**src/rtl/eeprom_cfg_loader.sv**
```systemverilog
`timescale 1ns/1ps
module eeprom_cfg_loader #(
  parameter int          CLK_DIV   = 4,
  parameter int          ADDR_W    = 6,
  parameter logic [7:0]  LOCK_BYTE = 8'h73
) (
  input  logic         clk,
  input  logic         rst_n,
  input  logic         strap_wide,
  input  logic         strap_load,
  input  logic [7:0]   strap_cfg_a,
  input  logic [7:0]   strap_cfg_b,
  input  logic [7:0]   strap_cfg_c,
  input  logic [2:0]   strap_sig,
  output logic         ee_cs,
  output logic         ee_sk,
  output logic         ee_di,
  input  logic         ee_do,
  output logic [127:0] store_words,
  output logic [7:0]   cfg_a,
  output logic [7:0]   cfg_b,
  output logic [7:0]   cfg_c,
  output logic [2:0]   sig_hi,
  output logic         insitu_en,
  output logic         done
);
  localparam int CMD_BITS = 3 + ADDR_W;
  localparam int FRAME    = CMD_BITS + 1 + 16;
  localparam int FW       = $clog2(FRAME + 1);
  localparam int DW       = (CLK_DIV > 1) ? $clog2(CLK_DIV) : 1;
  localparam int LAST_W   = 9;

  typedef enum logic [1:0] {S_GAP, S_XFER, S_DONE} st_t;

  st_t               st;
  logic [DW-1:0]     div_cnt;
  logic              tick;
  logic              gap_half;
  logic [FW-1:0]     slot;
  logic [3:0]        widx;
  logic [15:0]       shreg;
  logic              wide_q;
  logic              load_q;
  logic [ADDR_W-1:0] addr;
  logic [CMD_BITS-1:0] cmd;

  assign tick = (div_cnt == DW'(CLK_DIV - 1));
  assign done = (st == S_DONE);

  always_comb begin
    if (widx < 4'd7)       addr = ADDR_W'(widx);
    else if (widx == 4'd7) addr = wide_q ? ADDR_W'(7) : ADDR_W'(8);
    else if (widx == 4'd8) addr = ADDR_W'(14);
    else                   addr = ADDR_W'(15);
  end

  assign cmd   = {3'b110, addr};
  assign ee_di = (st == S_XFER) && (slot < FW'(CMD_BITS)) ? cmd[FW'(CMD_BITS - 1) - slot] : 1'b0;

  always_ff @(posedge clk) begin
    if (!rst_n) begin
      st          <= strap_load ? S_GAP : S_DONE;
      div_cnt     <= '0;
      ee_cs       <= 1'b0;
      ee_sk       <= 1'b0;
      gap_half    <= 1'b0;
      slot        <= '0;
      widx        <= '0;
      shreg       <= '0;
      wide_q      <= strap_wide;
      load_q      <= strap_load;
      store_words <= '0;
      cfg_a       <= strap_cfg_a;
      cfg_b       <= strap_cfg_b;
      cfg_c       <= strap_cfg_c;
      sig_hi      <= strap_sig;
      insitu_en   <= 1'b0;
    end else begin
      div_cnt <= tick ? '0 : div_cnt + 1'b1;
      if (tick) begin
        case (st)
          S_GAP: begin
            if (gap_half) begin
              gap_half <= 1'b0;
              ee_cs    <= 1'b1;
              slot     <= '0;
              st       <= S_XFER;
            end else begin
              gap_half <= 1'b1;
            end
          end
          S_XFER: begin
            if (!ee_sk) begin
              ee_sk <= 1'b1;
              if (slot > FW'(CMD_BITS)) shreg <= {shreg[14:0], ee_do};
            end else begin
              ee_sk <= 1'b0;
              if (slot == FW'(FRAME - 1)) begin
                ee_cs <= 1'b0;
                if (widx < 4'd8) store_words[widx[2:0]*16 +: 16] <= shreg;
                else if (widx == 4'd8) begin
                  cfg_a <= shreg[7:0];
                  cfg_b <= shreg[15:8];
                end else begin
                  cfg_c     <= shreg[7:0];
                  insitu_en <= (shreg[15:8] != LOCK_BYTE);
                end
                widx <= widx + 1'b1;
                st   <= (widx == 4'(LAST_W)) ? S_DONE : S_GAP;
              end else begin
                slot <= slot + 1'b1;
              end
            end
          end
          default: ;
        endcase
      end
    end
  end

  logic [15:0] low_cnt;
  always_ff @(posedge clk) begin
    if (!rst_n)                          low_cnt <= '0;
    else if (ee_cs)                      low_cnt <= '0;
    else if (low_cnt != 16'hFFFF)        low_cnt <= low_cnt + 1'b1;
  end

  assert_cs_gap_R9: assert property (@(posedge clk) disable iff (!rst_n)
    $rose(ee_cs) |-> (low_cnt >= 16'(2 * CLK_DIV)));

  assert_sk_idle_R9: assert property (@(posedge clk) disable iff (!rst_n)
    !ee_cs |-> !ee_sk);

  assert_no_access_R7: assert property (@(posedge clk) disable iff (!rst_n)
    !load_q |-> (!ee_cs && done));

  assert_done_sticky_R10: assert property (@(posedge clk) disable iff (!rst_n)
    done |=> (done && $stable(store_words) && $stable(cfg_a) && $stable(cfg_b)
              && $stable(cfg_c) && $stable(insitu_en)));

  assert_done_idle_R10: assert property (@(posedge clk) disable iff (!rst_n)
    done |-> !ee_cs);
endmodule

```
**config.mk**
```make
export PLATFORM = sky130hd
export DESIGN_NAME = eeprom_cfg_loader
export DESIGN_NICKNAME = d
export VERILOG_FILES = /design/src/rtl/eeprom_cfg_loader.sv
export SDC_FILE = /design/constraint.sdc
export NUM_CORES = 1
export LEC_CHECK = 0
export BUFFER_PORTS_ARGS = -buffer_cell sky130_fd_sc_hd__buf_2
export CELL_PAD_IN_SITES_DETAIL_PLACEMENT = 1
export CELL_PAD_IN_SITES_GLOBAL_PLACEMENT = 1
export CORE_MARGIN = 2
export CORE_UTILIZATION = 41
export CTS_CLUSTER_DIAMETER = 120
export DETAILED_ROUTE_END_ITERATION = 10
export PLACE_DENSITY = 0.82
export SLEW_MARGIN = 5
export SYNTH_ARGS = -nofsm -noshare
export SYNTH_HDL_FRONTEND = slang
export SYNTH_SLANG_ARGS = --single-unit
```
**constraint.sdc**
```tcl
create_clock -name clk -period 4.3 [get_ports clk]
set_input_delay 0.86 -clock clk [delete_from_list [all_inputs] [get_ports clk]]
set_output_delay 0.86 -clock clk [all_outputs]
set_load 0.02 [all_outputs]
```
======== Yosys cells after proc, flatten, opt, wreduce, memory -nomap -nowiden ========
Index checks and enable logic that the tools add are counted.
storage, ports and cells
  register bits ........................... 189
  input port bits ......................... 32
  output and inout port bits .............. 160
  word-level logic and storage cells ...... 116
cells by class
  add/sub/neg operators ................... 5
  order comparisons ....................... 5
  equal/unequal tests ..................... 23
  shift operators ......................... 2
  multiplexer cells ....................... 47
  bitwise logic cells ..................... 4
  reduce and logical (&&, ||, !) cells .... 15
operators with widths
  kind                                                                             number
  8-bit two-way mux                                                                21
  128-bit bitwise mux                                                              1
  16-bit by 34-bit variable shift with 128-bit output, first input constant        1
  16-bit by 34-bit indexed part select with 128-bit output                         1
  7-bit negation with 34-bit output                                                1
  5-bit AND reduction                                                              4
  6-bit AND reduction                                                              3
  5-bit two-way mux                                                                3
  2-bit two-way mux                                                                7
  4-bit two-way mux                                                                3
  2-bit by 1-bit != test with 1-bit output, second input constant                  6
  2-bit != test, second input constant                                             5
  5-bit case mux with 2 select lines                                               1
  4-bit == test, second input constant                                             2
  1-bit two-way mux                                                                8
  8-bit by 7-bit != test with 1-bit output, second input constant                  1
  4-bit AND reduction                                                              2
  3-bit != test, second input constant                                             2
  5-bit by 1-bit adder with 5-bit output, second input constant                    1
  5-bit == test, second input constant                                             1
  5-bit by 4-bit greater-than comparator with 1-bit output, second input constant  1
  5-bit by 4-bit < comparator with 1-bit output, second input constant             1
  5-bit < comparator, second input constant                                        1
  4-bit by 5-bit subtractor with 5-bit output, first input constant                1
  18 further kinds                                                                 23

======== Logic depth before layout (Yosys ltp) ========
Gate-level depths: netlist (run 1).
  word-level depth ........................ 8
  mapped depth ............................ 11
  depth with buffers taken out ............ 7

======== Worst setup path before layout (run 1) ========
No wires, ideal clock.
  path type ............................... register -> register
  start point ............................. register slot[1]
  end point ............................... register cfg_a[0], enable pin
  setup time .............................. 0.411 ns
  data arrival time ....................... 2.354 ns
  required time ........................... 3.889 ns
  setup slack ............................. 1.535 ns
  stages on the path, launching flop included .. 8
  path buffers ............................ 1
  period minus slack after synthesis ...... 2.765 ns
  cell sequence ........................... dfxtp_1 inv_1 ha_1 nand4b_4 buf_6 nor2_4 nand2_1 o21ai_0
between the ends
  word-level cells in the longest chain between the ends .. 3
RTL lines
  item                                                line  RTL
  start: declaration                                  39    logic [FW-1:0] slot;
  start signal: assignment                            111   slot <= slot + 1'b1;
  5-bit == test                                       98    if (slot == FW'(FRAME - 1)) begin
  2-bit by 1-bit != test with 1-bit output (no line)  -
  6-bit AND reduction (no line)                       -
  end signal: assignment                              73    cfg_a <= strap_cfg_a;
  end signal: assignment                              102   cfg_a <= shreg[7:0];
  end: declaration                                    20    output logic [7:0] cfg_a,
Every way passes these cells.
A chain may end at the register's enable or synchronous reset.

======== Worst setup path after layout (run 1) ========
  start point ............................. register widx[0]
  end point ............................... output port ee_di
between the ends
  word-level cells in the longest chain between the ends .. 7
  elaborated cells between the ends (all ways) .. 9
  classes of those cells .................. order compare (1); eq/ne (2); mux (6)
RTL lines
  item                                           line  RTL
  start: declaration                             40    logic [3:0] widx;
  start signal: assignment                       108   widx <= widx + 1'b1;
  4-bit == test                                  53    else if (widx == 4'd8) addr = ADDR_W'(14);
  1-bit two-way mux                              53
  4-bit two-way mux                              52    else if (widx == 4'd7) addr = wide_q ? ADDR_W'(7) : ADDR_W'(8);
  4-bit two-way mux (*)                          51    if (widx < 4'd7) addr = ADDR_W'(widx);
  1-bit binary-select mux with 4-bit select (*)  58    assign ee_di = (st == S_XFER) && (slot < FW'(CMD_BITS)) ? cmd[FW'(CMD_BITS - 1) - slot] : 1'b0;
  1-bit two-way mux (implied by the code) (*)    58
  1-bit two-way mux (*)                          58
  end: declaration                               17    output logic ee_di,
Every way passes the cells marked *; elsewhere a longest branch is shown, timed or not. The select of a mux whose other input is x is not followed.

==> results of run 1 <==
## stage by stage
step                      setup WS, ps  instance area, um2  total power [mW]
after global placement            1150                8500              1.99
after global routing               641                9100              3.63
after detailed placement           957                8500              1.99
after CTS                          792                9100              3.55
final                              813                9100              3.52
after floorplan                   1540                7540              1.94
## registers in the layout (all words and copies together) (netlist names)
| name | count |
|---|---|
| div_cnt | 2 |
| gap_half | 1 |
| insitu_en | 1 |
| store_words | 128 |
| ee_cs | 1 |
| shreg | 16 |
| st | 2 |
| wide_q | 1 |
| widx | 4 |
| sig_hi | 3 |
| cfg_c | 8 |
| ee_sk | 1 |
| slot | 5 |
| cfg_b | 8 |
| cfg_a | 8 |
## placed cells by master, fill, tap and decap left out, drive strengths merged, types with 3 or more instances in the layout
cell    instances
mux2i          18
and3            4
edfxtp         30
nor2           23
xnor2           7
ha              9
xor2            5
nor2b           4
nand2         145
clkinv          8
nor4            5
buf           196
clkbuf         17
a21oi          35
nand2b          9
inv            38
nor3            5
nand4          25
nand3          94
dfxtp         159
o31ai           3
o21ai         126
o22ai           3
## where the power goes
part / total (mW) / internal [mW] / switching (mW)
Clock: 1.58 / 0.784 / 0.791
Combinational: 0.124 / 0.0358 / 0.0878
Sequential: 1.83 / 1.82 / 0.00840
## cell usage after synthesis, drive strengths merged
cell type,count,area (um2)
o21ba,1,10.0
nor2b,4,25.0
or2b,1,7.51
or2,1,6.26
nand4b,2,47.6
a221oi,1,8.76
and4b,1,10.0
a21oi,35,175
nand4,25,171
or4,1,11.3
a21o,2,15.0
and2b,2,17.5
o21ai,126,638
o22ai,3,18.8
nand2,145,544
buf,34,205
mux2i,18,180
nor4bb,1,10.0
a211oi,1,7.51
o31ai,3,22.5
and4,1,8.76
o211ai,1,7.51
nor4,5,61.3
nor2,23,93.8
dfxtp,159,3180
a41o,1,10.0
and3,4,25.0
ha,9,113
a311oi,1,8.76
xor2,5,51.3
clkbuf,36,136
edfxtp,30,901
nor3b,1,7.51
a2111oi,1,8.76
nor3,5,41.3
nand3,94,485
inv,30,113
xnor2,7,68.8
clkinv,1,3.75
nand2b,9,71.3
o2111a,1,11.3
## per-layer routing
layer	track usage [%]	part of all wire, %	vias to the layer above
met5	0	0	-
met4	6.37	1.4	0
met3	7.60	7.4	27
met2	38.6	47	184
met1	29.6	44	3108
li1	-	-	3153
## logic make-up after synthesis
kind of cell | after synthesis | synth area share (%)
multiplexers | 18 | 2.39
AND/OR/NAND/NOR | 325 | 21.8
AO/OA/AOI/OAI | 177 | 12.5
buffers and inverters | 101 | 6.07
XOR/XNOR | 12 | 1.59
flip-flops | 189 | 54.1
adder cells (fa/ha/maj) | 9 | 1.49
## layout make-up
type / instances / area [um2]
clock buffer: 17 / 425
tap: 229 / 287
clock inverter: 15 / 169
inverter: 31 / 116
multi-input combinational: 541 / 3020
timing repair buffer: 196 / 1000
sequential: 189 / 4080
fill: 2148 / 8920
## worst paths after layout
kind                                         end  slack, ps  cells past startpoint
worst max-delay path                       ee_di        810                      7
worst min register to register        div_cnt[0]        420                      1
worst max register to register  store_words[109]       1090                      7
worst min-delay path                  div_cnt[0]        420                      1
==> metrics.txt, run 1 <==
status=finished, final reports clean; cell count after synthesis=831; delay-heaviest family, CP=compound AO/OA/AOI/OAI gates; max incr delay on CP=630 ps; DRC=0; final hold violations=0; Max rail drop VDD=0.293 mV; Post-Syn Area per Cell=9.08 um2; die span in y=140 um; RSZ-0062 raised after global routing=no; Util after Layout=50.5%; clk buf depth=2; Slew Viols, Final=0; Power Density=387 nW/um2; die area=19500 um2; HP Start=div_cnt[0]; via count=6472; GRT overflow=0; Cell Rows=49; # IOs=192; number of global-route vias before repair=6584; Yosys reg bits=189; Worst Setup SP=widx[0]; CP max FO=12; Worst Skew=13.6 ps; post-CTS setup buffer count=0; crit path time final=3490 ps; hold crit path type=reg -> reg; Buf/Inv on CP=2; Tot GR Track Use=23.4%; CTS Root Cell=clkbuf_16; CP Launch Type=flip-flop; Layout Nets=1017; worst-margin pin slew=1190 ps; sequential fraction of the synthesis area=54.1%; CTS resizes=0; Post-DP HPWL=15400 um; Worst EP required=3440 ps; H-tree Lvls=4; antenna viol nets, final=0; critical path type=reg -> out; Core ar.=18000 um2; Fin Setup TNS=0 ps; first-pass GRT wire length=36000 um; slowest stage cell, crit path=dfxtp_1; worst skew pair latency=440 ps; Clock Pin Slew Worst Setup and Hold Paths=80 ps; TritonCTS clock tree=built; TritonRoute pass-1 iters=4; input/output buffers=191; CTS Hold Buffers Added=0; TritonCTS buffer count=17; relative slew slack=20.5%; initial core utilization=41.8%; largest net degree at the start of global routing=84; max frequency=0.287 GHz; drt initial violations=397; Final setup violation count=0; MaxCap Viol Count=0; via/cell ratio=5.31; CP Cell Sequence=inv_1 -> ha_1 -> a311oi_1 -> nor3_1 -> o21ai_0 -> o2111a_1 -> buf_2; Arr. time, crit path=2630 ps; Synth cell types=57; Avg WL per Cell=18.6 um; # placed instances=1186; CP Capture Type=output pin; period utilisation layout=81.1%; Final GP Congestion=0.883; Min Hold Slack=420 ps; P_leak=3.92 nW; Syn-to-layout area delta=20.7%; # clock sinks=189; RR Startpoint=widx[0]; initial antenna violation count=0; Final Non-Filler Cells=1218; Ant. Diodes=0; Final Routed Wirelength=22600 um; Syn. warnings=0; share of cells above drive strength 1=25.6%; net count after synthesis=872; Mapped Area=7540 um2; chip width=140 um
Note: power is estimated with default switching activity, not from simulation.
==> inputs of run 2 (changes only) <==
Settings changed: CORE_UTILIZATION 41 to 39, PLACE_DENSITY 0.82 to 0.79.
Clock period 4.3 ns to 3.5 ns, I/O delays scaled along.
==> run 2 against run 1 <==
Effect of this change:
- sequential cell count stayed put
- largest power group unchanged
- largest cell class unchanged
- routed wire length grew 0.80%
- clock power up 18%
==> metrics.txt, run 2 (synthesis gave the netlist of run 1 again) <==
Placement Setup Slack=673 ps (was 957 ps); Biggest register=store_words (unchanged); Fin Setup TNS=0 ps (unchanged); Ant. Diodes=0 (unchanged); clk buf depth=2 (unchanged); sw power=0.990 mW (was 0.887 mW); initial antenna violation count=0 (unchanged); TritonCTS clock tree=built (unchanged); Final setup violation count=0 (unchanged); Clock Power Share=43.8% (was 44.7%); Post-DP HPWL=15500 um (was 15400 um); initial core utilization=40.1% (was 41.8%); Power Density=465 nW/um2 (was 387 nW/um2); die span in y=143 um (was 140 um); P_leak=3.94 nW (was 3.92 nW); Min Hold Slack=426 ps (was 420 ps); Power Internal=3.28 mW (was 2.64 mW); CTS Root Cell=clkbuf_16 (unchanged); via count=6452 (was 6472); post-CTS setup buffer count=0 (unchanged); largest net degree at the start of global routing=80 (was 84); H-tree Lvls=4 (unchanged); first-pass GRT wire length=34800 um (was 36000 um); RSZ-0062 raised after global routing=no (unchanged); crit path time final=3290 ps; period utilisation layout=94.0%; CP Launch Type=flip-flop (unchanged); chip width=143 um (was 140 um); input/output buffers=191 (unchanged); sequential power share=52.6% (was 51.8%); Final GP Congestion=0.829 (was 0.883); die area=20500 um2 (was 19500 um2); via/cell ratio=5.14 (was 5.31); Tot GR Track Use=22.2% (was 23.4%); status=finished, final reports clean (unchanged); Syn-to-layout area delta=21.6% (was 20.7%); switch share=23.2% (was 25.2%); Worst Skew=9.61 ps (was 13.6 ps); Worst EP required=2800 ps (was 3440 ps); Cell Rows=50 (was 49); antenna viol nets, final=0 (unchanged); worst skew pair latency=430 ps (was 440 ps); max reg flops=128 (unchanged); worst-margin pin slew=769 ps (was 1190 ps); Clock Pin Slew Worst Setup and Hold Paths=70 ps (was 80 ps); final hold violations=0 (unchanged); setup ws final=209 ps (was 813 ps); CTS resizes=0 (unchanged); MaxCap Viol Count=0 (unchanged); flop2flop setup slack=610 ps (was 1090 ps); TritonCTS buffer count=17 (unchanged); Slew Viols, Final=0 (unchanged); Comb power frac=3.6% (was 3.5%); number of global-route vias before repair=6326 (was 6584); Core ar.=18800 um2 (was 18000 um2); TritonRoute pass-1 iters=4 (unchanged); CTS Hold Buffers Added=0 (unchanged); # clock sinks=189 (unchanged); Final Routed Wirelength=22800 um (was 22600 um); share of cells above drive strength 1=25.8% (was 25.6%); CP Capture Type=output pin (unchanged); drt initial violations=349 (was 397); CP max FO=12 (unchanged); relative slew slack=48.4% (was 20.5%); hold crit path type=reg -> reg (unchanged); Layout Nets=1024 (was 1017); GRT overflow=0 (unchanged); max frequency=0.304 GHz; Arr. time, crit path=2590 ps (was 2630 ps); # IOs=192 (unchanged); Max rail drop VDD=0.335 mV (was 0.293 mV); Avg WL per Cell=18.2 um (was 18.6 um); commonest cells after routing, fill and taps aside=190 x buf_2, 159 x dfxtp_1, 145 x nand2_1 (unchanged); critical path type=reg -> out (unchanged); DRC=0 (unchanged); Regs by FF count=store_words x128, shreg x16 (unchanged); commonest non-fill, non-tap cell in the layout=buf_2 (unchanged)
## run 2: changes by cell type in the layout (fill, tap and decap cells not counted), sizes merged
cell,before,now
clkbuf,17,18
clkinv,8,6
bufinv,0,1
clkinvlp,0,2
buf,196,203
inv,38,36
## run 2: worst paths after layout
| kind | cells after the start | from | endpoint |
|---|---|---|---|
| setup / recovery | 7 | widx[0] | ee_di |
| hold / removal | 1 | div_cnt[0] | div_cnt[0] |
| setup reg to reg | 6 | widx[0] | store_words[60] |
| hold reg to reg | 1 | div_cnt[0] | div_cnt[0] |
## run 2: area by class of cell
cell class	instances	area (um2)
flip-flops and latches	189	4080
repair buffers	203	1060
well taps	260	325
clock buffers	18	429
multi-input cells	541	3020
inverters	31	116
fillers	2249	9660
clock inverters	14	134
## run 2: through the flow
step	util, %	cells	power, mW	area (um2)
after detailed placement	45.7	1224	2.45	8610
final	48.7	1256	4.27	9170
after CTS	48.7	1256	4.31	9170
after global routing	48.7	1256	4.42	9170
after floorplan	-	831	2.39	7540
after global placement	45.7	1224	2.45	8610
## run 2: power by group through the flow
stage	Clock [mW]	Combinational [mW]	Sequential (mW)
finish	1.87	0.154	2.24
global route	2.00	0.169	2.25
CTS	1.91	0.156	2.25
detailed placement	0	0.156	2.29
global placement	0	0.153	2.29
floorplan	0	0.0659	2.32
## run 2: critical path, stage by stage, from the launching register on
cell and delay [ps]:
dfxtp_1 630, inv_1 260, ha_1 370, a311oi_1 300, nor3_1 70, o21ai_0 180, o2111a_1 210, buf_2 160
## run 2: routing by layer
layer  routed length, um  track usage (%)  up-vias
met2               10500             36.1      182
met4                 423             6.20        0
met5                   0                0        -
met1               10200             28.3     3078
met3                1730             7.41       24
li1                    -                -     3168
==> inputs of run 3 (changes only) <==
Settings changed: CORE_MARGIN 2 to unset, CORE_UTILIZATION 39 to 36, GPL_TIMING_DRIVEN set to 0, PLACE_DENSITY 0.79 to 0.76.
Clock period 3.5 ns to 2.8 ns, I/O delays scaled along.
==> run 3 against run 2 <==
Effect of this change:
- combinational power up 36%
- global-route usage up 2.3 points
- die area up 5.2%
- non-clock buffer count up 62
- register-to-register slack worse by 540 ps
- critical path depth up 1
- sequential power up 25%
- routed wire length up 13%
- largest cell class unchanged
==> metrics.txt, run 3 (synthesis gave the netlist of run 1 again) <==
commonest non-fill, non-tap cell in the layout=buf_2 (unchanged); Worst Setup SP=widx[0] (unchanged); R2R Path End=store_words[46] (was store_words[60]); flop2flop setup slack=70 ps (was 610 ps); largest net degree at the start of global routing=21 (was 80); dpl cell area=8850 um2 (was 8610 um2); MaxCap Viol Count=0 (unchanged); DRC=0 (unchanged); Worst EP required=2240 ps (was 2800 ps); slowest stage cell, crit path=dfxtp_1 (unchanged); Final setup violation count=0 (unchanged); die area=21500 um2 (was 20500 um2); P_leak=4.14 nW (was 3.94 nW); input/output buffers=190 (was 191); Regs by FF count=store_words x128, shreg x16 (unchanged); worst skew pair latency=450 ps (was 430 ps); CP Capture Type=output pin (unchanged); WHS Path Cells=1 (unchanged); Placement Setup Slack=-171 ps (was 673 ps); TritonRoute pass-1 iters=5 (was 4); # IOs=192 (unchanged); Biggest register=store_words (unchanged); chip width=147 um (was 143 um); H-tree Lvls=4 (unchanged); initial core utilization=37.0% (was 40.1%); GRT overflow=0 (unchanged); delay-heaviest family, CP=compound AO/OA/AOI/OAI gates (unchanged); number of global-route vias before repair=6998 (was 6326); Final Routed Wirelength=25700 um (was 22800 um); RR Startpoint=widx[0] (unchanged); Syn-to-layout area delta=27.1% (was 21.6%); Power Density=597 nW/um2 (was 465 nW/um2); Avg WL per Cell=19.4 um (was 18.2 um); Post-Layout Inst Area=9580 um2 (was 9170 um2); HP Start=strap_sig[0] (was div_cnt[0]); CTS Hold Buffers Added=0 (unchanged); max reg flops=128 (unchanged); die span in y=147 um (was 143 um); via count=6920 (was 6452); setup ws final=44.5 ps (was 209 ps); initial antenna violation count=1 (was 0); RSZ-0062 raised after global routing=yes (was no); share of cells above drive strength 1=26.7% (was 25.8%); TritonCTS buffer count=17 (unchanged); CP max FO=6 (was 12); Arr. time, crit path=2200 ps (was 2590 ps); hold crit path type=in -> reg (was reg -> reg); Layout Nets=1086 (was 1024); Buf/Inv on CP=3 (was 2); CP Launch Type=flip-flop (unchanged); Core ar.=20400 um2 (was 18800 um2); worst-margin pin slew=790 ps (was 769 ps); final hold violations=0 (unchanged); TritonCTS clock tree=built (unchanged); antenna viol nets, final=0 (unchanged); CP Cell Sequence=buf_6 -> clkinvlp_4 -> ha_2 -> a311oi_2 -> nor3_1 -> o21ai_0 -> o2111a_1 -> buf_2 (was inv_1 -> ha_1 -> a311oi_1 -> nor3_1 -> o21ai_0 -> o2111a_1 -> buf_2); Post-DP HPWL=18500 um (was 15500 um); Final Non-Filler Cells=1329 (was 1256); R2R cell count=10 (was 6); max frequency=0.363 GHz; commonest cells after routing, fill and taps aside=205 x buf_2, 158 x dfxtp_1, 145 x nand2_1 (was 190 x buf_2, 159 x dfxtp_1, 145 x nand2_1); Tot GR Track Use=24.5% (was 22.2%); period utilisation layout=98.4%; max incr delay on CP=380 ps (was 630 ps); relative slew slack=47.4% (was 48.4%); Slew Viols, Final=0 (unchanged); first-pass GRT wire length=40000 um (was 34800 um); Util after Layout=47.1% (was 48.7%); drt initial violations=386 (was 349); Final GP Congestion=0.848 (was 0.829); Max rail drop VDD=0.379 mV (was 0.335 mV); Cell Rows=52 (was 50); critical path type=reg -> out (unchanged); CTS Root Cell=clkbuf_16 (unchanged); Worst Skew=15.8 ps (was 9.61 ps); WHS Endpoint=sig_hi[0] (was div_cnt[0]); crit path time final=2760 ps; status=finished, final reports clean (unchanged); Clock Pin Slew Worst Setup and Hold Paths=80 ps (was 70 ps); # placed instances=1292 (was 1224); via/cell ratio=5.21 (was 5.14); clk buf depth=2 (unchanged); # clock sinks=189 (unchanged)
==> run 3: cell types whose count changed in the layout (fill, tap and decap cells not counted), moves of 5 or more <==
| cell | previous run | this run |
|---|---|---|
| clkinv_8 | 0 | 5 |
| buf_6 | 1 | 6 |
| buf_2 | 190 | 205 |
| clkbuf_1 | 1 | 35 |
| buf_1 | 0 | 8 |
==> run 3: final cells by class <==
type	instances	area, um2
buffer	69	349
clock buffer	17	425
sequential	189	4090
tap	270	338
clock inverter	15	243
antenna	1	2.50
multi-input combinational	541	3020
fill	2439	10800
inverter	31	120
timing repair buffer	196	1000
==> run 3: worst reg2reg max path: cells and delay by family (launching register included) <==
kind / cells / cell delay (ps)
adders and majority gates: 1 / 300
AOI/OAI and AO/OA: 1 / 200
and+or+nand+nor: 3 / 740
buffers and inverters: 5 / 1030
DFF: 1 / 380
==> run 3: metrics by stage <==
stage                     TNS [ps]  hold slack, ps  power (mW)
final                            0             284        5.72
after global placement      -17220             407        3.07
after floorplan                  0             398        2.99
after CTS                        0             275        5.75
after detailed placement     -2070             417        3.08
after global routing         -1820             272        5.89
==> run 3: worst max path at each step <==
| stage | end | slack (ps) | cells after the start |
|---|---|---|---|
| finish | ee_di | 40 | 8 |
| detailed placement | store_words[90] | -170 | 10 |
| global route | store_words[46] | -120 | 10 |
| global placement | cfg_a[7] | -980 | 7 |
| CTS | ee_di | 20 | 8 |
| floorplan | cfg_a[0] | 40 | 7 |
==> run 3: layer usage <==
metal	up-vias	wire, um	share of wire, %	global-route usage (%)
li1	3294	-	-	-
met1	3373	11300	44	31.0
met2	220	12300	48	40.8
met5	-	0	0	0
met4	0	482	1.9	7.71
met3	33	1680	6.5	6.37
==> run 3: where the power goes <==
group	total [mW]	leakage, nW	internal [mW]	switching (mW)
Sequential	2.80	1.58	2.79	0.0128
Combinational	0.210	2.24	0.0605	0.150
Clock	2.71	0.324	1.48	1.23
==> run 3: what timing repair did <==
| item | 4_1_cts | 5_1_grt |
|---|---|---|
| pin swaps | 1 | 0 |
| setup endpoints to repair | 22 | 37 |
| resized for setup | 6 | 3 |
| endpoints found under the hold margin | 0 | 0 |
| setup buffers | 5 | 0 |
